### src/rtl/pbx_pkg.sv
package pbx_pkg;

  localparam int unsigned AD_BITS  = 32;
  localparam int unsigned CBE_BITS = 4;

  typedef enum logic {
    ROUTE_PERR = 1'b0,
    ROUTE_SERR = 1'b1
  } route_e;

  // Address phases and special cycles report on the system-error line.
  function automatic route_e pick_route(input logic is_addr, input logic is_special);
    return (is_addr || is_special) ? ROUTE_SERR : ROUTE_PERR;
  endfunction

  // Odd sum over the covered bits plus the received bit breaks even parity.
  function automatic logic parity_miss(input logic odd_sum, input logic par_bit);
    return odd_sum ^ par_bit;
  endfunction

endpackage

### src/rtl/pbx_par_calc.sv
module pbx_par_calc #(
  parameter int unsigned W = 36
) (
  input  logic [W-1:0] vec,
  output logic         odd
);

  logic [W-1:0] chain;

  assign chain[0] = vec[0];

  generate
    for (genvar i = 1; i < W; i++) begin : g_fold
      assign chain[i] = chain[i-1] ^ vec[i];
    end
  endgenerate

  assign odd = chain[W-1];

endmodule

### src/rtl/pbx_par_gen.sv
module pbx_par_gen #(
  parameter int unsigned AD_W  = 32,
  parameter int unsigned CBE_W = 4
) (
  input  logic             clk,
  input  logic             rst_n,
  input  logic             drv_valid,
  input  logic [AD_W-1:0]  drv_ad,
  input  logic [CBE_W-1:0] drv_cbe,
  output logic             par_q,
  output logic             oe_q
);

  localparam int unsigned SUM_W = AD_W + CBE_W;

  logic sum_odd;

  pbx_par_calc #(.W(SUM_W)) u_calc (
    .vec (({drv_cbe, drv_ad})),
    .odd (sum_odd)
  );

  always_ff @(posedge clk) begin
    if (!rst_n) begin
      par_q <= 1'b0;
      oe_q  <= 1'b0;
    end else begin
      par_q <= sum_odd;
      oe_q  <= drv_valid;
    end
  end

endmodule

### src/rtl/pbx_par_chk.sv
module pbx_par_chk
  import pbx_pkg::*;
#(
  parameter int unsigned AD_W  = 32,
  parameter int unsigned CBE_W = 4
) (
  input  logic             clk,
  input  logic             rst_n,
  input  logic             rx_valid,
  input  logic             rx_addr,
  input  logic             rx_special,
  input  logic [AD_W-1:0]  rx_ad,
  input  logic [CBE_W-1:0] rx_cbe,
  input  logic             rx_par,
  input  logic             err_en,
  output logic             fault_q,
  output route_e           route_q,
  output logic             perr_q,
  output logic             serr_q
);

  localparam int unsigned SUM_W = AD_W + CBE_W;

  logic   rx_odd;
  logic   held_vld;
  logic   held_odd;
  route_e held_route;

  pbx_par_calc #(.W(SUM_W)) u_calc (
    .vec (({rx_cbe, rx_ad})),
    .odd (rx_odd)
  );

  // Stage 1: keep the phase until its parity bit arrives.
  always_ff @(posedge clk) begin
    if (!rst_n) begin
      held_vld   <= 1'b0;
      held_odd   <= 1'b0;
      held_route <= ROUTE_PERR;
    end else begin
      held_vld   <= rx_valid;
      held_odd   <= rx_odd;
      held_route <= pick_route(rx_addr, rx_special);
    end
  end

  // Stage 2: compare with the late parity bit.
  always_ff @(posedge clk) begin
    if (!rst_n) begin
      fault_q <= 1'b0;
      route_q <= ROUTE_PERR;
    end else begin
      fault_q <= held_vld && parity_miss(held_odd, rx_par);
      route_q <= held_route;
    end
  end

  // Stage 3: one-cycle report on the chosen line.
  always_ff @(posedge clk) begin
    if (!rst_n) begin
      perr_q <= 1'b0;
      serr_q <= 1'b0;
    end else begin
      perr_q <= fault_q && err_en && (route_q == ROUTE_PERR);
      serr_q <= fault_q && err_en && (route_q == ROUTE_SERR);
    end
  end

endmodule

### src/rtl/bus_parity_unit.sv
module bus_parity_unit
  import pbx_pkg::*;
#(
  parameter int unsigned AD_W  = AD_BITS,
  parameter int unsigned CBE_W = CBE_BITS
) (
  input  logic             clk,
  input  logic             rst_n,
  input  logic             drv_valid,
  input  logic [AD_W-1:0]  drv_ad,
  input  logic [CBE_W-1:0] drv_cbe,
  output logic             par_out,
  output logic             par_oe,
  input  logic             rx_valid,
  input  logic             rx_addr,
  input  logic             rx_special,
  input  logic [AD_W-1:0]  rx_ad,
  input  logic [CBE_W-1:0] rx_cbe,
  input  logic             rx_par,
  input  logic             err_en,
  output logic             perr_n,
  output logic             serr_n
);

  // Named internal events, visible to the bound checker.
  logic   chk_fault;
  route_e chk_route;
  logic   perr_evt;
  logic   serr_evt;

  pbx_par_gen #(.AD_W(AD_W), .CBE_W(CBE_W)) u_gen (
    .clk       (clk),
    .rst_n     (rst_n),
    .drv_valid (drv_valid),
    .drv_ad    (drv_ad),
    .drv_cbe   (drv_cbe),
    .par_q     (par_out),
    .oe_q      (par_oe)
  );

  pbx_par_chk #(.AD_W(AD_W), .CBE_W(CBE_W)) u_chk (
    .clk        (clk),
    .rst_n      (rst_n),
    .rx_valid   (rx_valid),
    .rx_addr    (rx_addr),
    .rx_special (rx_special),
    .rx_ad      (rx_ad),
    .rx_cbe     (rx_cbe),
    .rx_par     (rx_par),
    .err_en     (err_en),
    .fault_q    (chk_fault),
    .route_q    (chk_route),
    .perr_q     (perr_evt),
    .serr_q     (serr_evt)
  );

  assign perr_n = ~perr_evt;
  assign serr_n = ~serr_evt;

endmodule

### config.mk
export PLATFORM = sky130hd
export DESIGN_NAME = bus_parity_unit
export DESIGN_NICKNAME = d
export VERILOG_FILES = /design/src/rtl/pbx_pkg.sv /design/src/rtl/pbx_par_calc.sv /design/src/rtl/pbx_par_gen.sv /design/src/rtl/pbx_par_chk.sv /design/src/rtl/bus_parity_unit.sv
export SDC_FILE = /design/constraint.sdc
export NUM_CORES = 1
export LEC_CHECK = 0
export ABC_AREA = 0
export BUFFER_PORTS_ARGS = -buffer_cell sky130_fd_sc_hd__buf_2
export CAP_MARGIN = 10
export CORE_ASPECT_RATIO = 1.5
export CORE_MARGIN = 4
export CORE_UTILIZATION = 30
export DETAILED_ROUTE_END_ITERATION = 12
export PLACE_DENSITY = 0.66
export SKIP_CTS_REPAIR_TIMING = 1
export SYNTH_ARGS = -nofsm -noshare
export SYNTH_HDL_FRONTEND = slang
export SYNTH_SLANG_ARGS = --single-unit
### constraint.sdc
create_clock -name clk -period 2.05 [get_ports clk]
set_input_delay 0.5125 -clock clk [delete_from_list [all_inputs] [get_ports clk]]
set_output_delay 0.5125 -clock clk [all_outputs]
set_load 0.02 [all_outputs]
==> results.md, run 1 <==
* Status: complete, no violations
* Wire length per cell at 10.0 um
* Num ports at 84
* RSZ-0062 raised after global routing: false
* Slew margin rel. at 0.866
* VDD IR-drop max at 0.545 mV
* Top cell type's share of synthesized area at 0.503
* Die Span Y at 75.3 um
* Setup crit end kind: register
* Async S/R FF share, synth at 0
* Hold WS at 0.416 ns
* DRT antenna net count at 0
* Clk Latency, worst-skew pair at 0.22 ns
* Final worst path period need at 1.57 ns
* Die Area at 3980 sq um
* Number of vias per cell at 4.02
* YS warnings at 0
* Syn Area/Cell at 9.73 sq um
* Vias in the first global route at 859
* Share of cells above drive strength 1 at 0.478
* WL met2 at 1310 um
* Total congestion overflow at 0
* Hold Path End: u_chk.perr_q$_SDFF_PN0_
* Sink Count at 9
* # port buffers at 83
* Post-synthesis sequential area ratio at 0.199
* GRT Total Usage at 0.106
* Fin Setup TNS at 0 ns
* Least-Margin Pin Slew at 0.199 ns
* Power Dens Cells at 644 nW/um^2
* Die X at 52.8 um
* Nets at 261
* Number of synthesized flops with an enable pin at 0
* Worst hold start: u_chk.route_q$_SDFF_PN0_
* Final period utilization at 0.765
* M1 wire length at 639 um
* CP startpoint kind: input pin
* Clock slew at reported path FFs at 0.04 ns
* Final Non-Filler Cells at 219
* Leading area contributor after synthesis: xnor2_1
* Core ar. at 2910 sq um
* DRC viols at 0
* Post-Route WL at 2200 um
* Pleak at 0.000682 uW
* Net Switching at 248 uW
* Synth Register Bits at 9
* H-Tree Depth at 1
* Area grow syn2layout at 56.3%
* Fin. max-slew vios at 0
* FF-to-FF path depth at 2
* Hold Path Depth at 1
* Most area-consuming cells after synthesis: xnor2_1, dfxtp_1, xnor3_1, xor2_1, mux2i_1
* Int Pwr at 662 uW
* Net Sw Frac at 0.272
* Placed Cells at 215
* Met3 routed WL at 244 um
* Maximum root-to-sink buffer count at 2
* Hold Path Class: reg2reg
* Worst clock skew at 0.00253 ns
* Reg2Reg Capture Point: u_chk.fault_q$_SDFF_PN0_
* Final setup viols at 0
* CP arrival at 1.68 ns
* Fmax achieved at 637 MHz
* Top FF cell, synth: dfxtp_1
* Commonest cells in the netlist: xnor2_1, dfxtp_1, xor2_1
* Reg2reg setup slack at 1.35 ns
* DR pass1 iterations at 2
* Cell count after synthesis at 93
* Yosys cell types at 12
* Worst Path Required at 2.16 ns
* Comb pwr share at 0.558
* Starting density of the core at 0.311
* Drt initial violations at 1
* CTS root buf: clkbuf_8
* Max Cap Viol at 0
* Crit Path Max Fanout at 1
* Type of the worst setup path: in2reg
* GPL Wtd Cong at 0.668
* Most common cell in the netlist: xnor2_1
* Syn nets at 173
* First-pass GRT wire length at 3210 um
* Antenna cells at 0
* Antenna violations before repair at 0
* HPWL after DPL at 2060 um
* Clock power frac at 0.216
* Max Used Layer: met3
* Row count at 24
* CTS Buf Count at 3
* Clock tree from TritonCTS: built
* Syn Std Cell Area at 905 sq um
* Final Hold Fails at 0
* FF-to-FF Start: u_chk.held_odd$_SDFF_PN0_
* Vias at 881
* Largest net degree at the start of global routing at 9
* Seq pwr share at 0.226
## placed cells by master, fill, tap and decap left out
cell type and n:
nor2_1 4, clkbuf_8 3, xnor2_1 52, xor2_1 9, and2_1 3, buf_2 83
mux2i_1 2, and3_1 1, or2_1 2, dfxtp_1 9, xnor3_1 4, nand3_1 1
nand2_1 2, clkbuf_1 1, inv_1 4
## critical path, stage by stage
cell	delay, ns
buf_2	0.10
xor2_1	0.17
xnor2_1	0.20
xnor2_1	0.15
xnor3_1	0.43
mux2i_1	0.12
## power by group through the flow
stage                     clock [uW]  combinational (uW)  sequential [uW]
after floorplan                    0                 375              220
after global placement             0                 504              209
after detailed placement           0                 514              209
after CTS                        203                 517              206
after global routing             216                 554              207
final                            196                 508              206
## layout make-up
type | count | area [sq um]
repair buffers | 83 | 415
fillers | 301 | 1500
flip-flops and latches | 9 | 180
clock buffers | 4 | 45.0
multi-input cells | 80 | 709
inverters | 4 | 15.0
well taps | 39 | 48.8
## layer usage
layer,track usage,vias to the layer above
met4,0.00852,0
met1,0.0869,381
met3,0.0475,0
met2,0.225,43
met5,0,-
li1,-,457
## sequential cells by signal, summed over array words and instances (netlist names)
name	count
u_chk.fault_q	1
u_chk.held_route	1
u_chk.route_q	1
u_chk.held_vld	1
u_chk.held_odd	1
u_chk.perr_q	1
u_chk.serr_q	1
u_gen.par_q	1
u_gen.oe_q	1
## metrics by stage
stage | util | power [uW] | area [sq um] | setup slack [ns]
2_1_floorplan | - | 595 | 905 | 0.441
3_3_place_gp | 0.470 | 713 | 1370 | 0.290
3_5_place_dp | 0.470 | 723 | 1370 | 0.243
4_1_cts | 0.485 | 926 | 1410 | 0.477
5_1_grt | 0.485 | 977 | 1410 | 0.412
6_report | 0.485 | 910 | 1410 | 0.481
## cells by family after synthesis
family	synth area share
xor gates and xnor gates	0.690
and+or+nand+nor	0.0719
DFF	0.199
buffers and inverters	0.0166
muxes	0.0221
## worst max path at each step
stage                     startpoint                        end  slack, ns  cells past startpoint
after CTS                  rx_ad[27]  u_chk.held_odd$_SDFF_PN0_       0.48                      6
after detailed placement   rx_ad[27]  u_chk.held_odd$_SDFF_PN0_       0.24                      6
after floorplan            rx_ad[27]  u_chk.held_odd$_SDFF_PN0_       0.44                      5
final                      rx_ad[27]  u_chk.held_odd$_SDFF_PN0_       0.48                      6
after global routing       rx_ad[31]  u_chk.held_odd$_SDFF_PN0_       0.41                      6
after global placement     rx_ad[27]  u_chk.held_odd$_SDFF_PN0_       0.29                      6
No activity file was read; power rests on OpenSTA's default activity.
==> run 2, diff against run 1 <==
==> constraint.sdc (replaced) <==
create_clock -name clk -period 1.5 [get_ports clk]
set_input_delay 0.375 -clock clk [delete_from_list [all_inputs] [get_ports clk]]
set_output_delay 0.375 -clock clk [all_outputs]
set_load 0.02 [all_outputs]
==> run 2 against run 1 <==
Register-to-register slack worse by 0.55 ns. Clock skew about the same. Largest cell class unchanged. Count of clock-buffer cells in the layout unchanged. Highest routed layer unchanged. Critical path type unchanged. Design area unchanged. Cell count unchanged. Largest power group unchanged. Clock power up 37%. Worst hold slack worse by 0.056 ns. Worst setup slack worse by 0.40 ns.
==> results.md, run 2 (synthesis results as in run 1) <==
* Max Cap Viol at 0
* Num ports at 84
* Max incr delay on CP at 0.42 ns
* Setup crit end kind: register
* Most common cell after layout, fill and taps aside: buf_2
* Worst clock skew at 0.00254 ns
* Final setup viols at 0
* Fin Setup TNS at 0 ns
* Die X at 52.8 um
* Clk Latency, worst-skew pair at 0.22 ns
* CP startpoint kind: input pin
* Die Span Y at 75.3 um
* Buffers plus inverters on the worst setup path at 1
* Reg area at 180 sq um
* Core ar. at 2910 sq um
* CTS Buf Count at 3
* CTS root buf: clkbuf_8
* Antenna cells at 0
* Hold Path Class: in2reg
* Slew margin rel. at 0.866
* Fin. max-slew vios at 0
* DRT antenna net count at 0
* Final period utilization at 0.943
* Type of the worst setup path: in2reg
* Vias at 881
* Hold WS at 0.360 ns
* Nets at 261
* Least-Margin Pin Slew at 0.199 ns
* Final worst path period need at 1.41 ns
* Dominant cell type by count on the critical path: xnor2_1
* Sink Count at 9
* RSZ-0062 raised after global routing: false
* CP startpoint: drv_cbe[1]
* Most frequent cells in the layout: buf_2, xnor2_1, xor2_1, dfxtp_1
* Antenna violations before repair at 0
* Worst Path Required at 1.61 ns
* Crit path to: u_gen.par_q$_SDFF_PN0_
* Largest net degree at the start of global routing at 9
* Status: complete, no violations
* Share of cells above drive strength 1 at 0.478
* Final Hold Fails at 0
* FF-to-FF path depth at 2
* DR pass1 iterations at 2
* Clock slew at reported path FFs at 0.04 ns
* DRC viols at 0
* Fmax achieved at 707 MHz
* Post-layout util at 0.485
* Maximum root-to-sink buffer count at 2
* Power Dens Cells at 881 nW/um^2
* Reg2reg setup slack at 0.80 ns
* CP max-delay cell: xnor3_1
* Total congestion overflow at 0
* VDD IR-drop max at 0.745 mV
* Clock tree from TritonCTS: built
* Fillers at 301
* Number of vias per cell at 4.02
* Top delay family on crit path: XOR/XNOR gates
* Area of the multi-input gates at 709 sq um
* Drt initial violations at 1
* Area grow syn2layout at 56.3%
* Worst-path cell chain: buf_2 -> xnor2_1 -> xnor2_1 -> xnor2_1 -> xnor3_1 -> mux2i_1
* # port buffers at 83
* Post-Route WL at 2200 um
* CP arrival at 1.53 ns
* FF-to-FF Start: u_chk.held_odd$_SDFF_PN0_
* Reg2Reg Capture Point: u_chk.fault_q$_SDFF_PN0_
* Pleak at 0.000682 uW
* GPL Wtd Cong at 0.668
* H-Tree Depth at 1
* Crit Path Max Fanout at 1
* Hold Path Depth at 2
* First-pass GRT wire length at 3210 um
* GRT Total Usage at 0.106
* Levels on crit path at 6
* Wire length per cell at 10.1 um
* Row count at 24
* Vias in the first global route at 859
* HPWL after DPL at 2060 um
* Starting density of the core at 0.311
* Die Area at 3980 sq um
[run 2: per-layer routing]
metal	GRT usage	up-vias	wire [um]
met1	0.0869	381	649
met3	0.0475	0	244
met5	0	-	0
met4	0.00852	0	0
li1	-	457	-
met2	0.225	43	1310
[run 2: per-stage QoR]
step / setup WS [ns] / instances / total power (uW) / cell area [sq um]
after floorplan: 0.0287 / 93 / 813 / 905
after global placement: -0.122 / 215 / 974 / 1370
after detailed placement: -0.169 / 215 / 989 / 1370
after CTS: 0.0642 / 219 / 1270 / 1410
after global routing: 0.00641 / 219 / 1340 / 1410
final: 0.0857 / 219 / 1250 / 1410
[run 2: worst min-delay path by stage]
stage	start	to
2_1_floorplan	u_chk.route_q$_SDFF_PN0_	u_chk.perr_q$_SDFF_PN0_
3_5_place_dp	u_chk.route_q$_SDFF_PN0_	u_chk.perr_q$_SDFF_PN0_
5_1_grt	rx_addr	u_chk.held_route$_SDFF_PN0_
6_report	drv_valid	u_gen.oe_q$_SDFF_PN0_
4_1_cts	rx_addr	u_chk.held_route$_SDFF_PN0_
3_3_place_gp	u_chk.route_q$_SDFF_PN0_	u_chk.perr_q$_SDFF_PN0_
[run 2: power by group]
part / internal [uW] / switching, uW / total (uW)
clock: 184 / 84.4 / 269
combinational: 448 / 248 / 696
sequential: 273 / 8.09 / 281
total: 905 / 341 / 1250
[run 2: cell type report]
class | instances | area share
multi-input combinational | 80 | 0.502
timing repair buffer | 83 | 0.294
tap | 39 | 0.0345
inverter | 4 | 0.0106
sequential | 9 | 0.127
clock buffer | 4 | 0.0319
==> run 3, diff against run 2 <==
--- a/config.mk
+++ b/config.mk
@@ -12,8 +12,9 @@
 export CORE_MARGIN = 4
 export CORE_UTILIZATION = 30
 export DETAILED_ROUTE_END_ITERATION = 12
-export PLACE_DENSITY = 0.66
+export PLACE_DENSITY = 0.67
 export SKIP_CTS_REPAIR_TIMING = 1
 export SYNTH_ARGS = -nofsm -noshare
 export SYNTH_HDL_FRONTEND = slang
+export SYNTH_HIERARCHICAL = 1
 export SYNTH_SLANG_ARGS = --single-unit
==> run 3 against run 2 <==
The flow now finishes with violations (setup timing). Sequential share of layout area decreased by 0.17 points. Register-to-register slack hardly changed. Combinational power rose by 6.2%. Wire length shrank 0.86%. Count of clock-buffer cells in the layout fell by 1. Total power increased by 4.0%. Non-clock buffer count stayed put. Largest power group unchanged.
==> results.md, run 3 <==
* Starting density of the core at 0.322
* DR pass1 iterations at 1
* HPWL after DPL at 2090 um
* Post-synthesis sequential area ratio at 0.205
* Yosys cell types at 10
* Num ports at 84
* Commonest cells in the netlist: xnor2_1, dfxtp_1, xor2_1
* DRC viols at 0
* Most common cell after layout, fill and taps aside: buf_2
* GPL Wtd Cong at 0.678
* Pleak at 0.000670 uW
* Syn Area/Cell at 9.68 sq um
* Failing checks: setup timing
* Wire length per cell at 10.2 um
* Fin. max-slew vios at 0
* CTS Buf Count at 3
* FF-to-FF path depth at 2
* Share of cells above drive strength 1 at 0.517
* Clock power frac at 0.213
* Syn nets at 171
* Fin Setup TNS at -0.0162 ns
* Worst-path cell chain: buf_6 -> xor2_1 -> xnor2_1 -> xnor2_1 -> xnor3_1 -> xnor2_1 -> and2_1
* Top cell type's share of synthesized area at 0.577
* Total congestion overflow at 0
* Row count at 23
* Hold Path Class: in2reg
* Number of vias per cell at 4.07
* Synth Register Bits at 9
* Drt initial violations at 0
* Final Hold Fails at 0
* Cell count after synthesis at 91
* Net Switching at 365 uW
* VDD IR-drop max at 0.476 mV
* GRT Total Usage at 0.111
* Crit Path Max Fanout at 1
* DRT antenna net count at 0
* # port buffers at 83
* Clk Latency, worst-skew pair at 0.23 ns
* Area grow syn2layout at 62.6%
* Largest net degree at the start of global routing at 9
* Vias at 875
* Final worst path period need at 1.52 ns
* Vias in the first global route at 927
* Hold Path Depth at 2
* Placed Cells at 211
* Core ar. at 2730 sq um
* Worst Path Required at 1.63 ns
* Syn Std Cell Area at 881 sq um
* Setup crit end kind: register
* Sink Count at 9
* Buffers plus inverters on the worst setup path at 1
* Hold WS at 0.343 ns
* Leading area contributor after synthesis: xnor2_1
* Final period utilization at 1.01
* Antenna violations before repair at 0
* Dominant cell type by count on the critical path: xnor2_1
* Post-Route WL at 2190 um
* First-pass GRT wire length at 3270 um
* Antenna cells at 0
* Fmax achieved at 660 MHz
* Post-layout util at 0.524
* Top FF cell, synth: dfxtp_1
* CP startpoint kind: input pin
* Clock tree from TritonCTS: built
* Max Cap Viol at 0
* Final setup viols at 2
* CTS root buf: clkbuf_8
* Clock slew at reported path FFs at 0.05 ns
* Type of the worst setup path: in2reg
* Most area-consuming cells after synthesis: xnor2_1, dfxtp_1, xor2_1, xnor3_1, and2_1
* Most common cell in the netlist: xnor2_1
* YS warnings at 6
* Die Area at 3880 sq um
* Levels on crit path at 7
* Worst clock skew at 0.00236 ns
* CP max-delay cell: xnor3_1
* Int Pwr at 930 uW
* Most frequent cells in the layout: buf_2, xnor2_1, dfxtp_1
* Die Span Y at 74.4 um
* Top delay family on crit path: XOR/XNOR gates
* Slew margin rel. at 0.863
* Final Non-Filler Cells at 215
* Die X at 52.2 um
* H-Tree Depth at 1
* Async S/R FF share, synth at 0
* Status: complete, but fails checks
* Setup WS pre-CTS at -0.309 ns
* Setup ws final at -0.0156 ns
* Number of synthesized flops with an enable pin at 0
* Comb pwr share at 0.570
* Net Sw Frac at 0.282
* Power Dens Cells at 905 nW/um^2
* Maximum root-to-sink buffer count at 2
* Nets at 259
* RSZ-0062 raised after global routing: true
* CP arrival at 1.64 ns
* Seq pwr share at 0.217
* Least-Margin Pin Slew at 0.204 ns
* Max incr delay on CP at 0.42 ns
-- run 3: cell types whose count changed after synthesis --
cell / change
and2_1: +2
inv_1: -1
mux2i_1: -2
nand2_1: -2
nor2_1: -2
o21a_1: +1
or2_1: -2
xnor2_1: +6
xnor3_1: -2
-- run 3: final timing paths --
kind                             startpoint                         to  slack [ns]
setup / recovery                   rx_ad[2]  u_chk/held_odd$_SDFF_PN0_       -0.02
hold reg to reg    u_chk/route_q$_SDFF_PN0_    u_chk/perr_q$_SDFF_PN0_        0.41
hold / removal                     rx_valid  u_chk/held_vld$_SDFF_PN0_        0.34
setup reg to reg  u_chk/held_odd$_SDFF_PN0_   u_chk/fault_q$_SDFF_PN0_        0.80
-- run 3: through the flow --
stage | area, sq um | power (uW)
4_1_cts | 1400 | 1320
5_1_grt | 1430 | 1400
2_1_floorplan | 896 | 853
3_3_place_gp | 1360 | 1020
6_report | 1430 | 1300
3_5_place_dp | 1360 | 1030
-- run 3: final cells by class --
class	count	area, sq um
fillers	279	1300
repair buffers	83	422
well taps	37	46.3
flip-flops and latches	9	180
multi-input cells	79	727
inverters	3	11.3
clock buffers	3	41.3
clock inverters	1	5.00
-- run 3: power by group through the flow --
stage / sequential [uW] / combinational (uW) / clock (uW)
after floorplan: 302 / 551 / 0
after global placement: 287 / 729 / 0
after detailed placement: 286 / 745 / 0
after CTS: 282 / 746 / 287
after global routing: 284 / 809 / 302
final: 282 / 739 / 276
-- run 3: worst reg2reg max path: stages, from the launching register on --
cell and delay, ns:
dfxtp_1 0.30, xor2_1 0.13, and3_1 0.17
-- run 3: logic make-up after synthesis --
| kind of cell | Yosys count | synth area share |
|---|---|---|
| AO/OA/AOI/OAI | 1 | 0.00853 |
| buffers and inverters | 3 | 0.0128 |
| XOR/XNOR | 69 | 0.717 |
| AND/OR/NAND/NOR | 9 | 0.0568 |
| flip-flops | 9 | 0.205 |
-- run 3: layer usage --
layer / GRT usage / wire length (um)
met1: 0.0829 / 576
met2: 0.241 / 1370
met3: 0.0321 / 199
met4: 0.0511 / 36
met5: 0 / 0
